===== src/rtl/pfx_fuse_pkg.sv =====
package pfx_fuse_pkg;
  typedef enum logic [1:0] {
    CLS_OTHER = 2'd0,
    CLS_PFX   = 2'd1,
    CLS_FMA3  = 2'd2,
    CLS_FMA4  = 2'd3
  } cls_e;

  typedef enum logic [1:0] {
    SEL_IN   = 2'd0,
    SEL_HOLD = 2'd1,
    SEL_FUSE = 2'd2
  } sel_e;
endpackage


===== src/rtl/pfx_fuse_hold.sv =====
module pfx_fuse_hold #(
  parameter int REG_W       = 5,
  parameter int PC_W        = 32,
  parameter int HOLD_CYCLES = 1
) (
  input  logic             clk,
  input  logic             rst_n,
  input  logic             load,
  input  logic             clear,
  input  logic             in_idle,
  input  logic [REG_W-1:0] d_dst,
  input  logic [REG_W-1:0] d_sa,
  input  logic [REG_W-1:0] d_sb,
  input  logic [PC_W-1:0]  d_pc,
  output logic             hold_v,
  output logic [REG_W-1:0] h_dst,
  output logic [REG_W-1:0] h_sa,
  output logic [REG_W-1:0] h_sb,
  output logic [PC_W-1:0]  h_pc,
  output logic             expired
);
  localparam int AGE_W = $clog2(HOLD_CYCLES + 2);
  localparam logic [AGE_W-1:0] AGE_MAX = AGE_W'(HOLD_CYCLES);

  logic [AGE_W-1:0] age;

  always_ff @(posedge clk) begin
    if (!rst_n) begin
      hold_v <= 1'b0;
      age    <= '0;
      h_dst  <= '0;
      h_sa   <= '0;
      h_sb   <= '0;
      h_pc   <= '0;
    end else if (load) begin
      hold_v <= 1'b1;
      age    <= '0;
      h_dst  <= d_dst;
      h_sa   <= d_sa;
      h_sb   <= d_sb;
      h_pc   <= d_pc;
    end else if (clear) begin
      hold_v <= 1'b0;
      age    <= '0;
    end else if (hold_v && in_idle && (age < AGE_MAX)) begin
      age <= age + 1'b1;
    end
  end

  assign expired = hold_v && (age == AGE_MAX);

  AST_AGE_BOUND: assert property (@(posedge clk) disable iff (!rst_n)
    age <= AGE_MAX);
  AST_IDLE_ONLY_AGES: assert property (@(posedge clk) disable iff (!rst_n)
    (hold_v && !in_idle && !load && !clear) |=> $stable(age));
endmodule


===== src/rtl/pfx_fuse_merge.sv =====
module pfx_fuse_merge
  import pfx_fuse_pkg::*;
#(
  parameter int REG_W = 5,
  parameter int PC_W  = 32
) (
  input  logic             hold_v,
  input  logic [REG_W-1:0] h_dst,
  input  logic [REG_W-1:0] h_sa,
  input  logic [REG_W-1:0] h_sb,
  input  logic [PC_W-1:0]  h_pc,
  input  logic             in_valid,
  input  logic [1:0]       in_cls,
  input  logic [REG_W-1:0] in_dst,
  input  logic [REG_W-1:0] in_sa,
  input  logic [REG_W-1:0] in_sb,
  input  logic [PC_W-1:0]  in_pc,
  input  sel_e             sel,
  output logic             hit,
  output logic [1:0]       u_kind,
  output logic [REG_W-1:0] u_dst,
  output logic [REG_W-1:0] u_sa,
  output logic [REG_W-1:0] u_sn,
  output logic [REG_W-1:0] u_sm,
  output logic [PC_W-1:0]  u_pc,
  output logic [PC_W-1:0]  u_pc2
);
  assign hit = hold_v && in_valid && (cls_e'(in_cls) == CLS_FMA3) && (in_dst == h_dst);

  always_comb begin
    u_kind = in_cls;
    u_dst  = in_dst;
    u_sa   = in_sa;
    u_sn   = in_sb;
    u_sm   = '0;
    u_pc   = in_pc;
    u_pc2  = in_pc;
    unique case (sel)
      SEL_HOLD: begin
        u_kind = CLS_PFX;
        u_dst  = h_dst;
        u_sa   = h_sa;
        u_sn   = h_sb;
        u_pc   = h_pc;
        u_pc2  = h_pc;
      end
      SEL_FUSE: begin
        u_kind = CLS_FMA4;
        u_dst  = in_dst;
        u_sa   = h_sa;
        u_sn   = in_sa;
        u_sm   = in_sb;
        u_pc   = h_pc;
        u_pc2  = in_pc;
      end
      default: ;
    endcase
  end
endmodule


===== src/rtl/pfx_fuse_outreg.sv =====
module pfx_fuse_outreg #(
  parameter int W = 8
) (
  input  logic         clk,
  input  logic         rst_n,
  input  logic         emit,
  input  logic [W-1:0] din,
  input  logic         out_ready,
  output logic         out_valid,
  output logic [W-1:0] dout,
  output logic         can_load
);
  assign can_load = !out_valid || out_ready;

  always_ff @(posedge clk) begin
    if (!rst_n) begin
      out_valid <= 1'b0;
      dout      <= '0;
    end else if (can_load) begin
      out_valid <= emit;
      if (emit) dout <= din;
    end
  end

  AST_OUT_STABLE: assert property (@(posedge clk) disable iff (!rst_n)
    (out_valid && !out_ready) |=> (out_valid && $stable(dout)));
endmodule


===== src/rtl/pfx_fuse_stage.sv =====
module pfx_fuse_stage
  import pfx_fuse_pkg::*;
#(
  parameter int REG_W       = 5,
  parameter int PC_W        = 32,
  parameter int HOLD_CYCLES = 1
) (
  input  logic             clk,
  input  logic             rst_n,
  input  logic             in_valid,
  output logic             in_ready,
  input  logic [1:0]       in_cls,
  input  logic [REG_W-1:0] in_dst,
  input  logic [REG_W-1:0] in_sa,
  input  logic [REG_W-1:0] in_sb,
  input  logic [PC_W-1:0]  in_pc,
  output logic             out_valid,
  input  logic             out_ready,
  output logic [1:0]       out_kind,
  output logic [REG_W-1:0] out_dst,
  output logic [REG_W-1:0] out_sa,
  output logic [REG_W-1:0] out_sn,
  output logic [REG_W-1:0] out_sm,
  output logic [PC_W-1:0]  out_pc,
  output logic [PC_W-1:0]  out_pc2
);
  localparam int UOP_W = 2 + 4 * REG_W + 2 * PC_W;

  logic             hold_v, expired, hit, adv;
  logic [REG_W-1:0] h_dst, h_sa, h_sb;
  logic [PC_W-1:0]  h_pc;
  logic             emit, consume, load_h, clr_h;
  sel_e             sel;
  logic [1:0]       u_kind;
  logic [REG_W-1:0] u_dst, u_sa, u_sn, u_sm;
  logic [PC_W-1:0]  u_pc, u_pc2;
  logic [UOP_W-1:0] uop_d, uop_q;
  logic             in_is_pfx;

  assign in_is_pfx = cls_e'(in_cls) == CLS_PFX;

  always_comb begin
    emit    = 1'b0;
    consume = 1'b0;
    load_h  = 1'b0;
    clr_h   = 1'b0;
    sel     = SEL_IN;
    if (adv) begin
      if (hold_v) begin
        if (hit) begin
          emit = 1'b1; consume = 1'b1; clr_h = 1'b1; sel = SEL_FUSE;
        end else if (in_valid) begin
          emit = 1'b1; clr_h = 1'b1; sel = SEL_HOLD;
          if (in_is_pfx) begin
            consume = 1'b1; load_h = 1'b1;
          end
        end else if (expired) begin
          emit = 1'b1; clr_h = 1'b1; sel = SEL_HOLD;
        end
      end else if (in_valid) begin
        consume = 1'b1;
        if (in_is_pfx) load_h = 1'b1;
        else           emit   = 1'b1;
      end
    end
  end

  assign in_ready = consume;

  pfx_fuse_hold #(.REG_W(REG_W), .PC_W(PC_W), .HOLD_CYCLES(HOLD_CYCLES)) u_hold (
    .clk(clk), .rst_n(rst_n), .load(load_h), .clear(clr_h), .in_idle(!in_valid),
    .d_dst(in_dst), .d_sa(in_sa), .d_sb(in_sb), .d_pc(in_pc),
    .hold_v(hold_v), .h_dst(h_dst), .h_sa(h_sa), .h_sb(h_sb), .h_pc(h_pc),
    .expired(expired)
  );

  pfx_fuse_merge #(.REG_W(REG_W), .PC_W(PC_W)) u_merge (
    .hold_v(hold_v), .h_dst(h_dst), .h_sa(h_sa), .h_sb(h_sb), .h_pc(h_pc),
    .in_valid(in_valid), .in_cls(in_cls), .in_dst(in_dst), .in_sa(in_sa),
    .in_sb(in_sb), .in_pc(in_pc), .sel(sel), .hit(hit),
    .u_kind(u_kind), .u_dst(u_dst), .u_sa(u_sa), .u_sn(u_sn), .u_sm(u_sm),
    .u_pc(u_pc), .u_pc2(u_pc2)
  );

  assign uop_d = {u_kind, u_dst, u_sa, u_sn, u_sm, u_pc, u_pc2};

  pfx_fuse_outreg #(.W(UOP_W)) u_out (
    .clk(clk), .rst_n(rst_n), .emit(emit), .din(uop_d), .out_ready(out_ready),
    .out_valid(out_valid), .dout(uop_q), .can_load(adv)
  );

  assign {out_kind, out_dst, out_sa, out_sn, out_sm, out_pc, out_pc2} = uop_q;

  AST_NO_ACCEPT_STALLED: assert property (@(posedge clk) disable iff (!rst_n)
    (out_valid && !out_ready) |-> !in_ready);
  AST_FUSE_TAKES_INPUT: assert property (@(posedge clk) disable iff (!rst_n)
    (hit && adv) |-> in_ready);
  AST_PASS_PC_SAME: assert property (@(posedge clk) disable iff (!rst_n)
    (out_valid && out_kind != 2'd3) |-> (out_pc == out_pc2));
  AST_RESET_IDLE: assert property (@(posedge clk) disable iff (!rst_n)
    (!$past(in_ready) && !$past(hold_v) && !$past(out_valid)) |-> !out_valid);
endmodule


===== config.mk =====
export PLATFORM = sky130hd
export DESIGN_NAME = pfx_fuse_stage
export DESIGN_NICKNAME = d
export VERILOG_FILES = /design/src/rtl/pfx_fuse_pkg.sv /design/src/rtl/pfx_fuse_hold.sv /design/src/rtl/pfx_fuse_merge.sv /design/src/rtl/pfx_fuse_outreg.sv /design/src/rtl/pfx_fuse_stage.sv
export SDC_FILE = /design/constraint.sdc
export NUM_CORES = 1
export LEC_CHECK = 0
export BUFFER_PORTS_ARGS = -buffer_cell sky130_fd_sc_hd__buf_2
export CAP_MARGIN = 40
export CORE_UTILIZATION = 49
export CTS_BUF_LIST = sky130_fd_sc_hd__clkbuf_16
export DETAILED_ROUTE_END_ITERATION = 8
export PLACE_DENSITY = 0.73
export SYNTH_ARGS = -nofsm -noshare
export SYNTH_HDL_FRONTEND = slang
export SYNTH_SLANG_ARGS = --single-unit

===== constraint.sdc =====
create_clock -name clk -period 2.3 [get_ports clk]
set_input_delay 0.23 -clock clk [delete_from_list [all_inputs] [get_ports clk]]
set_output_delay 0.23 -clock clk [all_outputs]
set_load 0.02 [all_outputs]

Word level (Yosys, flattened, before mapping)
Cells that the tools add are included.
- output and inout port bits: 88
- input port bits: 53
- word-level logic and storage cells: 62
- bits in registers: 137
- equality and inequality tests: 6
- reduce and logical (&&, ||, !) cells: 13
- multiplexer cells: 32
- add/subtract/negate cells: 1
- magnitude comparators: 1
- bitwise operators: 1
- operators with widths (operator ; number):
    2-to-1 mux 32 bit ; 2
    2-to-1 mux 1 bit ; 22
    2-to-1 mux 5 bit ; 3
    one-hot mux 5 bit (2 select lines) ; 1
    == test 2 x 1 -> 1 bit, second input constant ; 3
    logical AND 1 bit ; 6
    2-to-1 mux 2 bit ; 3
    == test 5 bit ; 1
    == test 2 bit, second input constant ; 2
    one-hot mux 2 bit (2 select lines) ; 1
    OR reduction 3 bit ; 1
    adder 2 x 1 -> 2 bit, second input constant ; 1
    logical NOT 1 bit ; 2
    < comparator 2 x 1 -> 1 bit, second input constant ; 1
    AND reduction 2 bit ; 1
    nonzero test 2 bit ; 1
    OR reduction 2 bit ; 1
    logical OR 1 bit ; 1
    NOT 1 bit ; 1

Logic depth before layout (Yosys ltp)
- depth after elaboration: 10
- mapped depth: 12
- depth with buffers taken out: 9

Modules after synthesis
A second synthesis with hierarchy kept.
- cells, all modules: 678
- area, all modules: 6792.8 sq um
- modules (own cells, without submodules) (module ; cells an instance ; area each (sq um) ; sequential area each (sq um) ; instances):
    pfx_fuse_outreg ; 378 ; 3440.8 ; 1741.7 ; 1
    pfx_fuse_hold ; 169 ; 1964.4 ; 1001.0 ; 1
    pfx_fuse_merge ; 119 ; 1316.3 ; 0.0 ; 1
    pfx_fuse_stage ; 12 ; 71.3 ; 0.0 ; 1

Worst setup path after synthesis
No wires, ideal clock.
- path kind: register -> register
- start: reg u_out.out_valid
- end: reg u_out.dout[76]
- data required time: 2184 ps
- setup time: 116 ps
- stages on the path, launching flop included: 13
- buffers on the path: 5
- clock period less this slack: 2337 ps
- setup slack: -37 ps
- arrival time: 2221 ps
- path through: dfxtp_1 nand2b_1 buf_2 buf_1 nand4_1 inv_1 ha_1 clkbuf_1 buf_2 buf_2 mux2i_1 nand3_1 o211a_1
- longest elaborated chain between the ends: 6
- elaborated cells on any way between the ends: 9
- classes of those cells: 2 x eq/ne; 3 x mux; 4 x reduce/logical
- ends and longest elaborated chain (element ; line ; RTL):
    start: declaration ; pfx_fuse_outreg.sv:9 ; output logic out_valid,
    start signal: assignment ; pfx_fuse_outreg.sv:20 ; out_valid <= emit;
    logical NOT 1 bit * ; pfx_fuse_outreg.sv:13 ; assign can_load = !out_valid || out_ready;
    logical OR 1 bit * ; pfx_fuse_outreg.sv:13 ;
    2-to-1 mux 2 bit ; pfx_fuse_stage.sv:48 ; if (adv) begin
    == test 2 bit / == test 2 x 1 -> 1 bit (equally long branches) ; pfx_fuse_merge.sv:38 ; unique case (sel)
    OR reduction 2 bit (no line) ; - ;
    2-to-1 mux 5 bit ; pfx_fuse_merge.sv:38 ;
    end signal: assignment ; pfx_fuse_outreg.sv:21 ; if (emit) dout <= din;
    end: declaration ; pfx_fuse_outreg.sv:10 ; output logic [W-1:0] dout,
Mark *: on every way between the ends. The rest lies on a longest branch, timed or not.
A chain may end at the register's enable or synchronous reset.

Final worst setup path
- start: reg u_hold.hold_v
- end: reg u_out.dout[69]
- longest elaborated chain between the ends: 8
- elaborated cells on any way between the ends: 18
- classes of those cells: 2 x eq/ne; 11 x mux; 5 x reduce/logical
- ends and longest elaborated chain (element ; line ; RTL):
    start: declaration ; pfx_fuse_hold.sv:15 ; output logic hold_v,
    start signal: assignment ; pfx_fuse_hold.sv:29 ; hold_v <= 1'b0;
    start signal: assignment ; pfx_fuse_hold.sv:36 ; hold_v <= 1'b1;
    start signal: assignment ; pfx_fuse_hold.sv:43 ; hold_v <= 1'b0;
    logical AND 1 bit (on tied branches) ; pfx_fuse_hold.sv:50, pfx_fuse_merge.sv:28 ;
    2-to-1 mux 1 bit / logical AND 1 bit (equally long branches) ; pfx_fuse_stage.sv:57, pfx_fuse_merge.sv:28 ;
    2-to-1 mux 1 bit / logical AND 1 bit (equally long branches) ; pfx_fuse_stage.sv:52, pfx_fuse_merge.sv:28 ;
    2-to-1 mux 2 bit ; pfx_fuse_stage.sv:50 ; if (hit) begin
    2-to-1 mux 2 bit ; pfx_fuse_stage.sv:49 ; if (hold_v) begin
    2-to-1 mux 2 bit ; pfx_fuse_stage.sv:48 ;
    == test 2 bit / == test 2 x 1 -> 1 bit (equally long branches) ; pfx_fuse_merge.sv:38 ;
    one-hot mux 5 bit (2 select lines) ; pfx_fuse_merge.sv:38 ;
Several ways; a longest one is shown, not always the timed one.

==> run_results.csv <==
group,metric,value,unit
synthesis,yosysMostFrequentCell,"dfxtp_1",
timing,maxSlewHeadroom,0.4454,
power,total_power,6.272,mW
global_route,first_global_vias,5119,
placed_design,dp.cells,919,
placed_design,port_buffers,140,
setup_path,worst-setup-path-type,"flip-flop to flip-flop",
timing,fin_skew,0.005709,ns
timing,hold_violations,0,
synthesis,synth_area_leaders,"dfxtp_1 44%, mux2i_1 14%, o211a_1 8.2%, nand2_1 6.5%, a21oi_1 6.1%",
routing,drt_pass1_iterations,5,
routing,drt_iter0_markers,468,
die,num_rows,40,
clock_tree,cts_made_buffers,17,
synthesis,yosys.area.top_type,"dfxtp_1",
placed_design,place_ws,0.04984,ns
synthesis,syn_area,6190,um^2
synthesis,synth_top_area_frac,0.4431,
routing,drt_wl_total,16060,um
clock_tree,insertion_delay,0.42,ns
timing,holdWs,0.07760,ns
finish,drive_gt1_frac,0.2822,
synthesis,yosys_register_bits,137,
clock_tree,cts_sinks,137,
setup_path,crit_arrival,2.48,ns
synthesis,synth_top_cells_by_count,"137 x dfxtp_1, 108 x nand2_1, 86 x mux2i_1, 75 x a21oi_1, 65 x nand3_1",
placed_design,placed_cell_area,7018,um^2
die,initial_core_util,0.5090,
global_route,grt_overflow,0,
clock_tree,post_cts_buffers,0,
power,p_leak,3.776,nW
global_route,grt_max_degree,80,
timing,fin_crit_sh,0.9562,
clock_tree,htree_levels,4,
job,maxCapViolCount,0,
timing,tightest_slew,0.8318,ns
synthesis,syn_area_per_cell,9.450,um^2
setup_path,rr_startpoint,"u_hold.hold_v$_SDFFE_PN0P_",
synthesis,synth_enable_flop_cells,0,
global_route,grt_first_pass_wirelength,25860,um
synthesis,yosysWarningCount,0,
setup_path,worstPathRequired,2.58,ns
die,die_x,114.4,um
timing,rsz0062_at_grt,"true",
die,die-area,13090,um^2
synthesis,syn_nets,712,
placed_design,hpwlAfterDp,10660,um
die,chipHeight,114.4,um
power,cellPowerDensity,825.8,nW/um^2
routing,wire_per_inst,16.89,um
synthesis,synth_cell_type_count,33,
placed_design,place_congestion,0.8141,
routing,drc,0,
timing,slew_viol_final,0,
synthesis,syn_inst,655,
setup_path,cp_max_fo,24,
clock_tree,cts_root_buffer,"clkbuf_16",
timing,fin_ws,0.1006,ns
clock_tree,cts_tree,"done",
routing,vias,5376,
worst_hold_path,hold_class,"primary input to flip-flop",
clock_tree,holdBufCountCts,0,
finish,num-nets-final,827,
setup_path,worstSetupStartpointType,"flip-flop",
worst_hold_path,min_from,"in_pc[1]",
setup_path,critPathLaunch,"u_hold.hold_v$_SDFFE_PN0P_",
routing,vias_per_cell,5.653,
power,irDropWorstVdd,0.5892,mV
finish,syn_to_final_growth,22.70,%
timing,fmax,0.4547,GHz
synthesis,synthArstFlopShare,0,
routing,drtAntennaViolNets,0,
finish,design_area,7595,um^2
finish,final_cells,951,
setup_path,worst_setup_path_end_kind,"flip-flop",
timing,setup_viol_count_final,0,
global_route,grt_usage,0.2522,
synthesis,ys.flop_type,"dfxtp_1",
outcome,status,"complete, no violations",
synthesis,yosysSeqAreaShare,0.4431,
global_route,antenna_found_initial,0,
die,core_region_area,12160,um^2
finish,antenna-diode-count,0,
clock_tree,cts.clk_slew.worst_paths,0.06,ns
die,ios,141,
timing,fin_crit,2.199,ns
clock_tree,clockBufferDepth,2,
cells by family after synthesis:
kind of cell | share of synthesized area
simple gates | 0.1377
compound gates | 0.2060
flops | 0.4431
mux | 0.1391
buf+inv | 0.05761
xor+xnor | 0.008492
fa+ha+maj | 0.008086
flip-flops by register name, summed over array words and instances, names as in the netlist:
| name | cells |
|---|---|
| u_hold.h_sa | 5 |
| u_out.out_valid | 1 |
| u_hold.h_dst | 5 |
| u_hold.age | 2 |
| u_out.dout | 86 |
| u_hold.h_pc | 32 |
| u_hold.hold_v | 1 |
| u_hold.h_sb | 5 |
layer usage:
layer | track usage | vias to the layer above | wire length, um
met5 | 0 | - | 0
met4 | 0.1004 | 0 | 299
met3 | 0.06035 | 24 | 863
met2 | 0.4081 | 177 | 7669
met1 | 0.3241 | 2609 | 7227
li1 | - | 2566 | -
path summary, 6_finish.rpt:
| kind | endpoint | slack [ns] | cells after the start |
|---|---|---|---|
| worst min register to register | u_hold.h_sb[1]$_SDFFE_PN0P_ | 0.46 | 2 |
| worst max-delay path | u_out.dout[69]$_SDFFE_PN0P_ | 0.10 | 9 |
| worst min-delay path | u_hold.h_pc[1]$_SDFFE_PN0P_ | 0.08 | 3 |
| worst max register to register | u_out.dout[69]$_SDFFE_PN0P_ | 0.10 | 9 |
placed cells by master (no fill, tap or decap), types with 14 or more instances in the layout:
master     count
buf_4         14
nand2_1      108
o211a_1       51
nand3_1       64
buf_2        140
clkbuf_16     17
a211oi_2      24
a21oi_1       75
dfxtp_1      136
mux2i_1       86
critical path, stage by stage, from the launching register on:
cell and delay, ns:
dfxtp_1 0.33, nand4b_1 0.14, nor4_2 0.34, nand3_1 0.16, and2_1 0.19, ha_2 0.22
buf_12 0.18, a221o_1 0.30, nand3_1 0.11, mux2i_1 0.10
layout make-up:
class | count | area [um^2]
Fill cell | 1020 | 4567
Multi-Input combinational cell | 448 | 3123
Sequential cell | 137 | 2744
Timing Repair Buffer | 160 | 925.9
Clock buffer | 17 | 425.4
Tap cell | 168 | 210.2
Clock inverter | 15 | 143.9
Inverter | 6 | 22.52
timing repair:
action / 4_1_cts / 5_1_grt
setup endpoints to repair: 0 / 53
gates resized for setup: 0 / 3
hold endpoints to repair: 0 / 0
power by group:
part           internal (mW)  switching, mW  total [mW]
sequential              2.54         0.0946        2.63
combinational          0.376          0.617       0.993
clock                   1.67          0.978        2.64
through the flow:
| step | setup TNS [ns] | util |
|---|---|---|
| 2_1_floorplan | 0 | - |
| 3_3_place_gp | 0 | 0.5754 |
| 3_5_place_dp | 0 | 0.5771 |
| 4_1_cts | 0 | 0.6239 |
| 5_1_grt | -0.01477 | 0.6245 |
| 6_report | 0 | 0.6245 |
No activity file was read; power rests on OpenSTA's default activity.
